$ cat src/rtl/task_switch_seq.sv
module task_switch_seq #(
  parameter logic [31:0] DT_BASE = 32'h0000_0800,
  localparam int NW = 18,
  localparam int RFW = NW * 32
) (
  input  logic           clk,
  input  logic           rst_n,
  input  logic           start,
  input  logic [1:0]     kind,
  input  logic [15:0]    sel,
  input  logic [31:0]    offset,
  input  logic [RFW-1:0] rf_in,
  output logic [RFW-1:0] rf_out,
  output logic [15:0]    tr,
  output logic           done,
  output logic           fault,
  output logic           mem_req,
  output logic           mem_we,
  output logic [31:0]    mem_addr,
  output logic [31:0]    mem_wdata,
  input  logic [31:0]    mem_rdata,
  input  logic           mem_ack
);

  localparam logic [1:0]  K_LTR = 2'd0, K_CALL = 2'd1, K_JMP = 2'd2, K_RET = 2'd3;
  localparam logic [4:0]  LAST = 5'(NW - 1);
  localparam logic [4:0]  FLAG_W = 5'd2;
  localparam int          NT_BIT = 32 * 2 + 14;
  localparam logic [31:0] NT_MASK = 32'h0000_4000;
  localparam logic [31:0] BUSY = 32'h0000_0200;
  localparam logic [31:0] REC_OFS = 32'd28;

  typedef enum logic [3:0] {
    S_IDLE, S_BLR, S_DLO, S_DHI, S_CHK, S_SAVE, S_OCLR, S_ISET, S_LOAD, S_BLW
  } st_t;

  st_t            st;
  logic [4:0]     idx;
  logic [1:0]     kq;
  logic [15:0]    tr_q, nsel, nlo;
  logic [31:0]    cur_base, cur_dhi, ndhi;
  logic [RFW-1:0] rf_q;
  logic           done_q, fault_q;

  logic [31:0] daddr, cur_dhi_addr, nbase, word_ofs;
  logic [9:0]  woff;
  logic        unused_ok;

  assign daddr        = DT_BASE + {16'h0, nsel[15:3], 3'b000};
  assign cur_dhi_addr = DT_BASE + {16'h0, tr_q[15:3], 3'b000} + 32'd4;
  assign nbase        = {ndhi[31:24], ndhi[7:0], nlo};
  assign word_ofs     = REC_OFS + {25'h0, idx, 2'b00};
  assign woff         = {idx, 5'b00000};
  assign unused_ok    = ^offset;

  assign rf_out = rf_q;
  assign tr     = tr_q;
  assign done   = done_q;
  assign fault  = fault_q;

  always_comb begin
    mem_req   = 1'b1;
    mem_we    = 1'b0;
    mem_addr  = 32'h0;
    mem_wdata = 32'h0;
    case (st)
      S_BLR:  mem_addr = cur_base;
      S_DLO:  mem_addr = daddr;
      S_DHI:  mem_addr = daddr + 32'd4;
      S_SAVE: begin
        mem_we    = 1'b1;
        mem_addr  = cur_base + word_ofs;
        mem_wdata = rf_q[woff +: 32];
      end
      S_OCLR: begin
        mem_we    = 1'b1;
        mem_addr  = cur_dhi_addr;
        mem_wdata = cur_dhi & ~BUSY;
      end
      S_ISET: begin
        mem_we    = 1'b1;
        mem_addr  = daddr + 32'd4;
        mem_wdata = ndhi | BUSY;
      end
      S_LOAD: mem_addr = nbase + word_ofs;
      S_BLW: begin
        mem_we    = 1'b1;
        mem_addr  = nbase;
        mem_wdata = {16'h0, tr_q};
      end
      default: mem_req = 1'b0;
    endcase
  end

  always_ff @(posedge clk) begin
    if (!rst_n) begin
      st <= S_IDLE; idx <= '0; kq <= K_LTR;
      tr_q <= '0; nsel <= '0; nlo <= '0;
      cur_base <= '0; cur_dhi <= '0; ndhi <= '0;
      rf_q <= '0; done_q <= 1'b0; fault_q <= 1'b0;
    end else begin
      done_q  <= 1'b0;
      fault_q <= 1'b0;
      case (st)
        S_IDLE: if (start) begin
          kq   <= kind;
          nsel <= sel;
          if (kind != K_RET)      st <= S_DLO;
          else if (rf_in[NT_BIT]) st <= S_BLR;
          else                    fault_q <= 1'b1;
        end
        S_BLR: if (mem_ack) begin
          nsel <= mem_rdata[15:0];
          st   <= S_DLO;
        end
        S_DLO: if (mem_ack) begin
          nlo <= mem_rdata[31:16];
          st  <= S_DHI;
        end
        S_DHI: if (mem_ack) begin
          ndhi <= mem_rdata;
          if (kq == K_LTR) begin
            tr_q     <= nsel;
            cur_base <= {mem_rdata[31:24], mem_rdata[7:0], nlo};
            cur_dhi  <= mem_rdata;
            done_q   <= 1'b1;
            st       <= S_IDLE;
          end else st <= S_CHK;
        end
        S_CHK: begin
          if (kq != K_RET && ndhi[11:8] != 4'h9) begin
            fault_q <= 1'b1;
            st      <= S_IDLE;
          end else begin
            rf_q <= rf_in;
            idx  <= '0;
            st   <= S_SAVE;
          end
        end
        S_SAVE: if (mem_ack) begin
          if (idx == LAST) begin
            idx <= '0;
            st  <= (kq == K_CALL) ? S_ISET : S_OCLR;
          end else idx <= idx + 5'd1;
        end
        S_OCLR: if (mem_ack) st <= S_ISET;
        S_ISET: if (mem_ack) st <= S_LOAD;
        S_LOAD: if (mem_ack) begin
          rf_q[woff +: 32] <= (idx == FLAG_W && kq == K_CALL) ? (mem_rdata | NT_MASK) : mem_rdata;
          if (idx != LAST) idx <= idx + 5'd1;
          else if (kq == K_CALL) st <= S_BLW;
          else begin
            tr_q <= nsel; cur_base <= nbase; cur_dhi <= ndhi | BUSY;
            done_q <= 1'b1; st <= S_IDLE;
          end
        end
        S_BLW: if (mem_ack) begin
          tr_q <= nsel; cur_base <= nbase; cur_dhi <= ndhi | BUSY;
          done_q <= 1'b1; st <= S_IDLE;
        end
        default: st <= S_IDLE;
      endcase
    end
  end

  a_r1_req_hold: assert property (@(posedge clk) disable iff (!rst_n)
    (mem_req && !mem_ack) |=> (mem_req && $stable(mem_addr) && $stable(mem_we) && $stable(mem_wdata)));

  a_r4_ltr_no_write: assert property (@(posedge clk) disable iff (!rst_n)
    (kq == K_LTR && st != S_IDLE) |-> !(mem_req && mem_we));

  a_r5_fault_keeps_tr: assert property (@(posedge clk) disable iff (!rst_n)
    fault |-> $stable(tr_q));

  a_r7_call_sets_nt: assert property (@(posedge clk) disable iff (!rst_n)
    (done && kq == K_CALL) |-> rf_q[NT_BIT]);

  a_r10_done_xor_fault: assert property (@(posedge clk) disable iff (!rst_n)
    done |-> !fault);

  a_r10_done_pulse: assert property (@(posedge clk) disable iff (!rst_n)
    done |=> !done);

endmodule

$ cat config.mk
export PLATFORM = sky130hd
export DESIGN_NAME = task_switch_seq
export DESIGN_NICKNAME = d
export VERILOG_FILES = /design/src/rtl/task_switch_seq.sv
export SDC_FILE = /design/constraint.sdc
export NUM_CORES = 2
export LEC_CHECK = 0
export ABC_CLOCK_PERIOD_IN_PS = 6200
export BUFFER_PORTS_ARGS = -buffer_cell sky130_fd_sc_hd__buf_2
export CORE_AREA = 8 8 515 517
export DETAILED_ROUTE_END_ITERATION = 10
export DIE_AREA = 0 0 523 525
export PLACE_DENSITY = 0.31
export SLEW_MARGIN = 15
export SYNTH_ARGS = -nofsm -noshare
export SYNTH_HDL_FRONTEND = slang
export SYNTH_SLANG_ARGS = --single-unit
$ cat constraint.sdc
create_clock -name clk -period 6.2 [get_ports clk]
set_input_delay 0.93 -clock clk [delete_from_list [all_inputs] [get_ports clk]]
set_output_delay 0.93 -clock clk [all_outputs]
set_load 0.01 [all_outputs]
; Word-level counts from Yosys, hierarchy flattened
; Cells that the tools add are included.
[totals]
register_bits = 733
out_inout_bits = 660
elab_cells = 144
[op_classes]
n_addsub = 9
eq_ne = 32
n_shift = 3
mux = 69
n_reduce_logical = 19
[op_table]
columns = cell, count
row1 = two-way mux 576 bit, 2
row2 = case mux 576 bit (2 select lines), 1
row3 = bitwise mux 576 bit, 1
row4 = "variable shift 32 x 12 -> 576 bit, first input constant", 1
row5 = indexed part select 32 x 12 -> 576 bit, 1
row6 = indexed part select 576 x 11 -> 32 bit, 1
row7 = two-way mux 32 bit, 12
row8 = case mux 32 bit (7 select lines), 1
row9 = case mux 32 bit (3 select lines), 2
row10 = two-way mux 16 bit, 8
row11 = case mux 32 bit (4 select lines), 1
row12 = adder 32 x 8 -> 32 bit, 2
row13 = two-way mux 4 bit, 14
row14 = case mux 16 bit (3 select lines), 1
row15 = case mux 4 bit (10 select lines), 1
row16 = "adder 17 x 3 -> 18 bit, second input constant", 2
row17 = "adder 12 x 16 -> 17 bit, first input constant", 2
row18 = "!= test 2 bit, second input constant", 17
row19 = case mux 16 bit (2 select lines), 1
row20 = two-way mux 5 bit, 5
row21 = "equality test 4 x 3 -> 1 bit, second input constant", 4
row22 = two-way mux 15 bit, 1
row23 = case mux 5 bit (3 select lines), 1
row24 = two-way mux 1 bit, 13
row25 = 28 further kinds, 37

; Longest topological paths before layout
[logic_depth]
depth_word = 7
ltp_mapped = 19
mapped_depth_nobuf = 12

; Worst setup path before layout
; OpenSTA, ideal clock, no wires.
[synth_path]
path_kind = register to output
start = reg st[2]
end = out mem_addr[18]
t_arrival_ns = 4.274
required_time_ns = 5.270
path_slack_ns = 0.996
stages_incl_launch_ff = 20
n_path_buf = 8
path_cell_list = dfxtp_1 -> buf_6 -> or4b_1 -> buf_2 -> buf_2 -> buf_2 -> clkbuf_1 -> clkbuf_1 -> buf_1 -> nand2_1 -> nand2_1 -> ha_1 -> fa_1 -> a21o_1 -> a221oi_1 -> nand2b_1 -> buf_2 -> or3b_1 -> xor2_1 -> o221ai_1
[synth_between]
elab_chain_cells = 3
elab_cells_between_ends = 10
classes_between = eq/ne: 8 / mux: 1 / reduce/logical: 1
[synth_rtl]
columns = item, line
row1 = start: declaration, 37  ; st_t st;
row2 = start signal: assignment, 143  ; st <= (kq == K_CALL) ? S_ISET : S_OCLR;
row3 = equality test 4 x 3 -> 1 bit or equality test 4 x 2 -> 1 bit (tied branches), 66  ; case (st)
row4 = OR reduction 2 bit (no source line), -
row5 = case mux 32 bit (7 select lines) (*), 66
row6 = end: declaration, 19  ; output logic [31:0] mem_addr,
; Every way passes the cells marked *; elsewhere a longest branch is shown, timed or not.

; Worst setup path after layout
[layout_path]
start = reg idx[1]
end = out mem_addr[29]
[layout_between]
elab_chain_cells = 3
elab_cells_between_ends = 4
classes_between = add/sub: 3 / mux: 1
[layout_rtl]
columns = item, line
row1 = start: declaration, 38  ; logic [4:0] idx;
row2 = start signal: assignment, 144  ; end else idx <= idx + 5'd1;
row3 = start signal: assignment, 150  ; if (idx != LAST) idx <= idx + 5'd1;
row4 = adder 5 x 7 -> 8 bit (*), 52  ; assign word_ofs = REC_OFS + {25'h0, idx, 2'b00};
row5 = "adder 32 x 8 -> 32 bit, on equally long branches", "85, 72"
row6 = case mux 32 bit (7 select lines) (*), 66
; Marked as above.

==> qor.yml <==
post_cts_buffers: 0
crit_path_end_kind: "output port"
synth_seq_cells: 716
status: "finished, final reports clean"
drtAntennaViolNets: 0
synth_area_um2: 37400
worstReg2RegStart: "idx[1]"
utilization_pct: 19.9
cts_buffers: 101
reg2reg_slack_ns: 1.85
maxCapViolCount: 0
tritoncts: "done"
start_util_pct: 14.5
die_w_um: 523
worstRegToRegCells: 7
fmax_mhz: 170
first_iter_violations: 4102
post_drt_wl_per_cell_um: 37.8
tns_ns: 0
post-dp-hpwl_mm: 256
chipHeight_um: 525
synthArstFlopShare_pct: 0
synthMuxAreaShare_pct: 11.4
fill_cells: 28928
netlist_instances: 4219
coreArea_um2: 258000
cts.reportedPaths.clkPinSlew_ns: 0.06
track_usage_pct: 22.8
clk_latency_ns: 0.79
seqCellArea_um2: 14300
synth-compound-area-share_pct: 30.9
boundaryPins: 1322
antenna_found_initial: 226
drc: 0
via_per_inst: 4.98
peakVddDrop_mv: 0.213
dieArea_um2: 275000
cts-root-buf: "clkbuf_16"
max-slew-margin-rel_pct: 21.4
hold_path_end: "rf_out[91]"
setup_violations: 0
hold_class: "primary input to flop"
powerDensity_nw_per_um2: 269
synth_flop_cell: "dfxtp_1"
skew_ns: 0.0381
htree_levels: 3
dr_total_vias: 43688
rsz0062_at_grt: "false"
cts_resized: 0
hold_buffers: 0
synth_top_area_share_pct: 38.3
synth_nets: 4895
path_max_fanout: 9
required_ns: 5.27
drt_wl_total_mm: 331
comb_power_share_pct: 17.9
drive_above_1_share_pct: 34.7
area_growth_pct: 37.5
synthXorXnorAreaFrac_pct: 1.05
slew_violations: 0
p_sw_w: 0.00463
clock_power_share_pct: 45.4
layout_commonest_cell: "buf_2"
mostFrequentLayoutCells: "1288 x buf_2, 712 x dfxtp_1, 388 x nor2_1"
synthSimpleGateAreaFrac_pct: 11.4
synthTopCellsByArea: "dfxtp_1 38%, mux4_2 9.4%, a221oi_1 6.0%"
post-place-ws_ns: 1.12
grt_pass1_wl_mm: 428
final-hold-violation-count: 0
gp_congestion: 0.887
internal-power_w: 0.00922
startpoint_type: "flop"
hp-start: "rf_in[91]"
synth_seq_area_share_pct: 38.3
grt_max_degree: 147
synth_top_cell_by_area: "dfxtp_1"
p_sw_share_pct: 33.4
critPathKind: "flop to output port"
syn_avg_cell_area_um2: 8.86
whs_path_depth: 3
finalCriticalPeriod_ns: 5.90
synthAdderAreaFrac_pct: 0.489
ys_warn_count: 0
synth_edf_count: 0
grt_pass1_vias: 41900
std_cell_rows: 187
synth_top_family_by_area: "compound AO/OA/AOI/OAI gates"
cp.arrival_ns: 4.97
seq_power_share_pct: 36.7
fin_crit_sh_pct: 95.1
drt_pre_antenna_iters: 7
grt-ovfl-total: 0
final_nets: 5881
layout_setup_ws_ns: 0.304
cts_buffer_depth: 3
p_leak_nw: 20.8
port-buffer-count: 1289
worstReg2RegEnd: "rf_out[511]"
ys_types: 85
multiInputGateArea_um2: 21000
cts.sinks: 716
worst_pin_slew_ns: 1.18
## worst max-delay path by stage
stage | startpoint | endpoint | slack (ns) | depth (start not counted)
6_report | idx[1] | mem_addr[29] | 0.30 | 13
3_3_place_gp | idx[0] | mem_wdata[13] | 1.11 | 7
3_5_place_dp | idx[0] | mem_wdata[13] | 1.12 | 7
2_1_floorplan | st[2] | mem_addr[18] | 1.0 | 19
4_1_cts | idx[0] | mem_wdata[13] | 0.23 | 7
5_1_grt | idx[1] | mem_addr[31] | 0.09 | 13
## layer usage
layer  wire length (um)  up-vias  track usage [%]
li1                   -    18410                -
met1             141000    22278             29.2
met2             145000     2261             35.4
met3              29900      587             7.33
met4              15200      152             8.80
met5                951        -                0
## registers in the layout, summed over array words and instances (netlist names)
name      count
fault         1
kq            2
rf_out      576
ndhi         32
cur_dhi      15
idx           5
tr           16
cur_base     32
st            4
nsel         16
nlo          16
done          1
## cell families after synthesis
| family | count (synthesis) |
|---|---|
| buffers and inverters | 617 |
| XOR/XNOR | 45 |
| multiplexers | 229 |
| flip-flops | 716 |
| adder cells (fa/ha/maj) | 14 |
| AND/OR/NAND/NOR | 996 |
| AO/OA/AOI/OAI | 1602 |
## Yosys cell counts (26+ instances only)
master,number
dfxtp_1,716
clkbuf_1,450
nor2_1,399
nand2_1,306
o21ai_0,269
a221oi_1,258
a21oi_1,253
a22oi_1,163
a32oi_1,159
mux4_2,156
a211oi_1,134
nor3_1,109
nand3_1,95
o211a_1,81
inv_1,69
mux2i_1,67
buf_2,52
buf_1,41
o22ai_1,36
a311oi_1,34
o221ai_1,34
o31ai_1,34
xnor2_1,26
## cell type report
class / count / share of cell area, %
Antenna cell: 83 / 0.404
Clock buffer: 152 / 5.99
Clock inverter: 32 / 0.821
Inverter: 71 / 0.533
Multi-Input combinational cell: 2886 / 40.9
Sequential cell: 716 / 27.9
Tap cell: 3402 / 8.28
Timing Repair Buffer: 1429 / 15.2
## critical path: stages (launching register included)
cell       delay (ns)
dfxtp_4          0.34
inv_1            0.11
ha_1             0.47
nand2b_1         0.24
and2_1           0.34
inv_1            0.27
ha_1             0.43
a21oi_1          0.11
a21boi_1         0.45
o21ai_2          0.26
a2111oi_1        0.50
xnor2_1          0.11
o22ai_1          0.35
buf_2            0.21
## per-stage QoR
stage | hold WS, ns | std cells | power (W) | area, um2
finish | 0.406 | 8771 | 0.0138 | 51400
detailed placement | 0.451 | 8504 | 0.00764 | 47700
CTS | 0.313 | 8688 | 0.0140 | 51200
global placement | 0.444 | 8504 | 0.00764 | 47700
floorplan | 0.432 | 4219 | 0.00629 | 37400
global route | 0.370 | 8718 | 0.0143 | 51200
## power groups by stage
| stage | sequential [W] | combinational [W] | clock [W] |
|---|---|---|---|
| finish | 0.00508 | 0.00247 | 0.00629 |
| global route | 0.00510 | 0.00261 | 0.00661 |
| CTS | 0.00508 | 0.00247 | 0.00646 |
| detailed placement | 0.00518 | 0.00246 | 0 |
| global placement | 0.00518 | 0.00246 | 0 |
| floorplan | 0.00508 | 0.00121 | 0 |
Note: power is estimated with default switching activity, not from simulation.
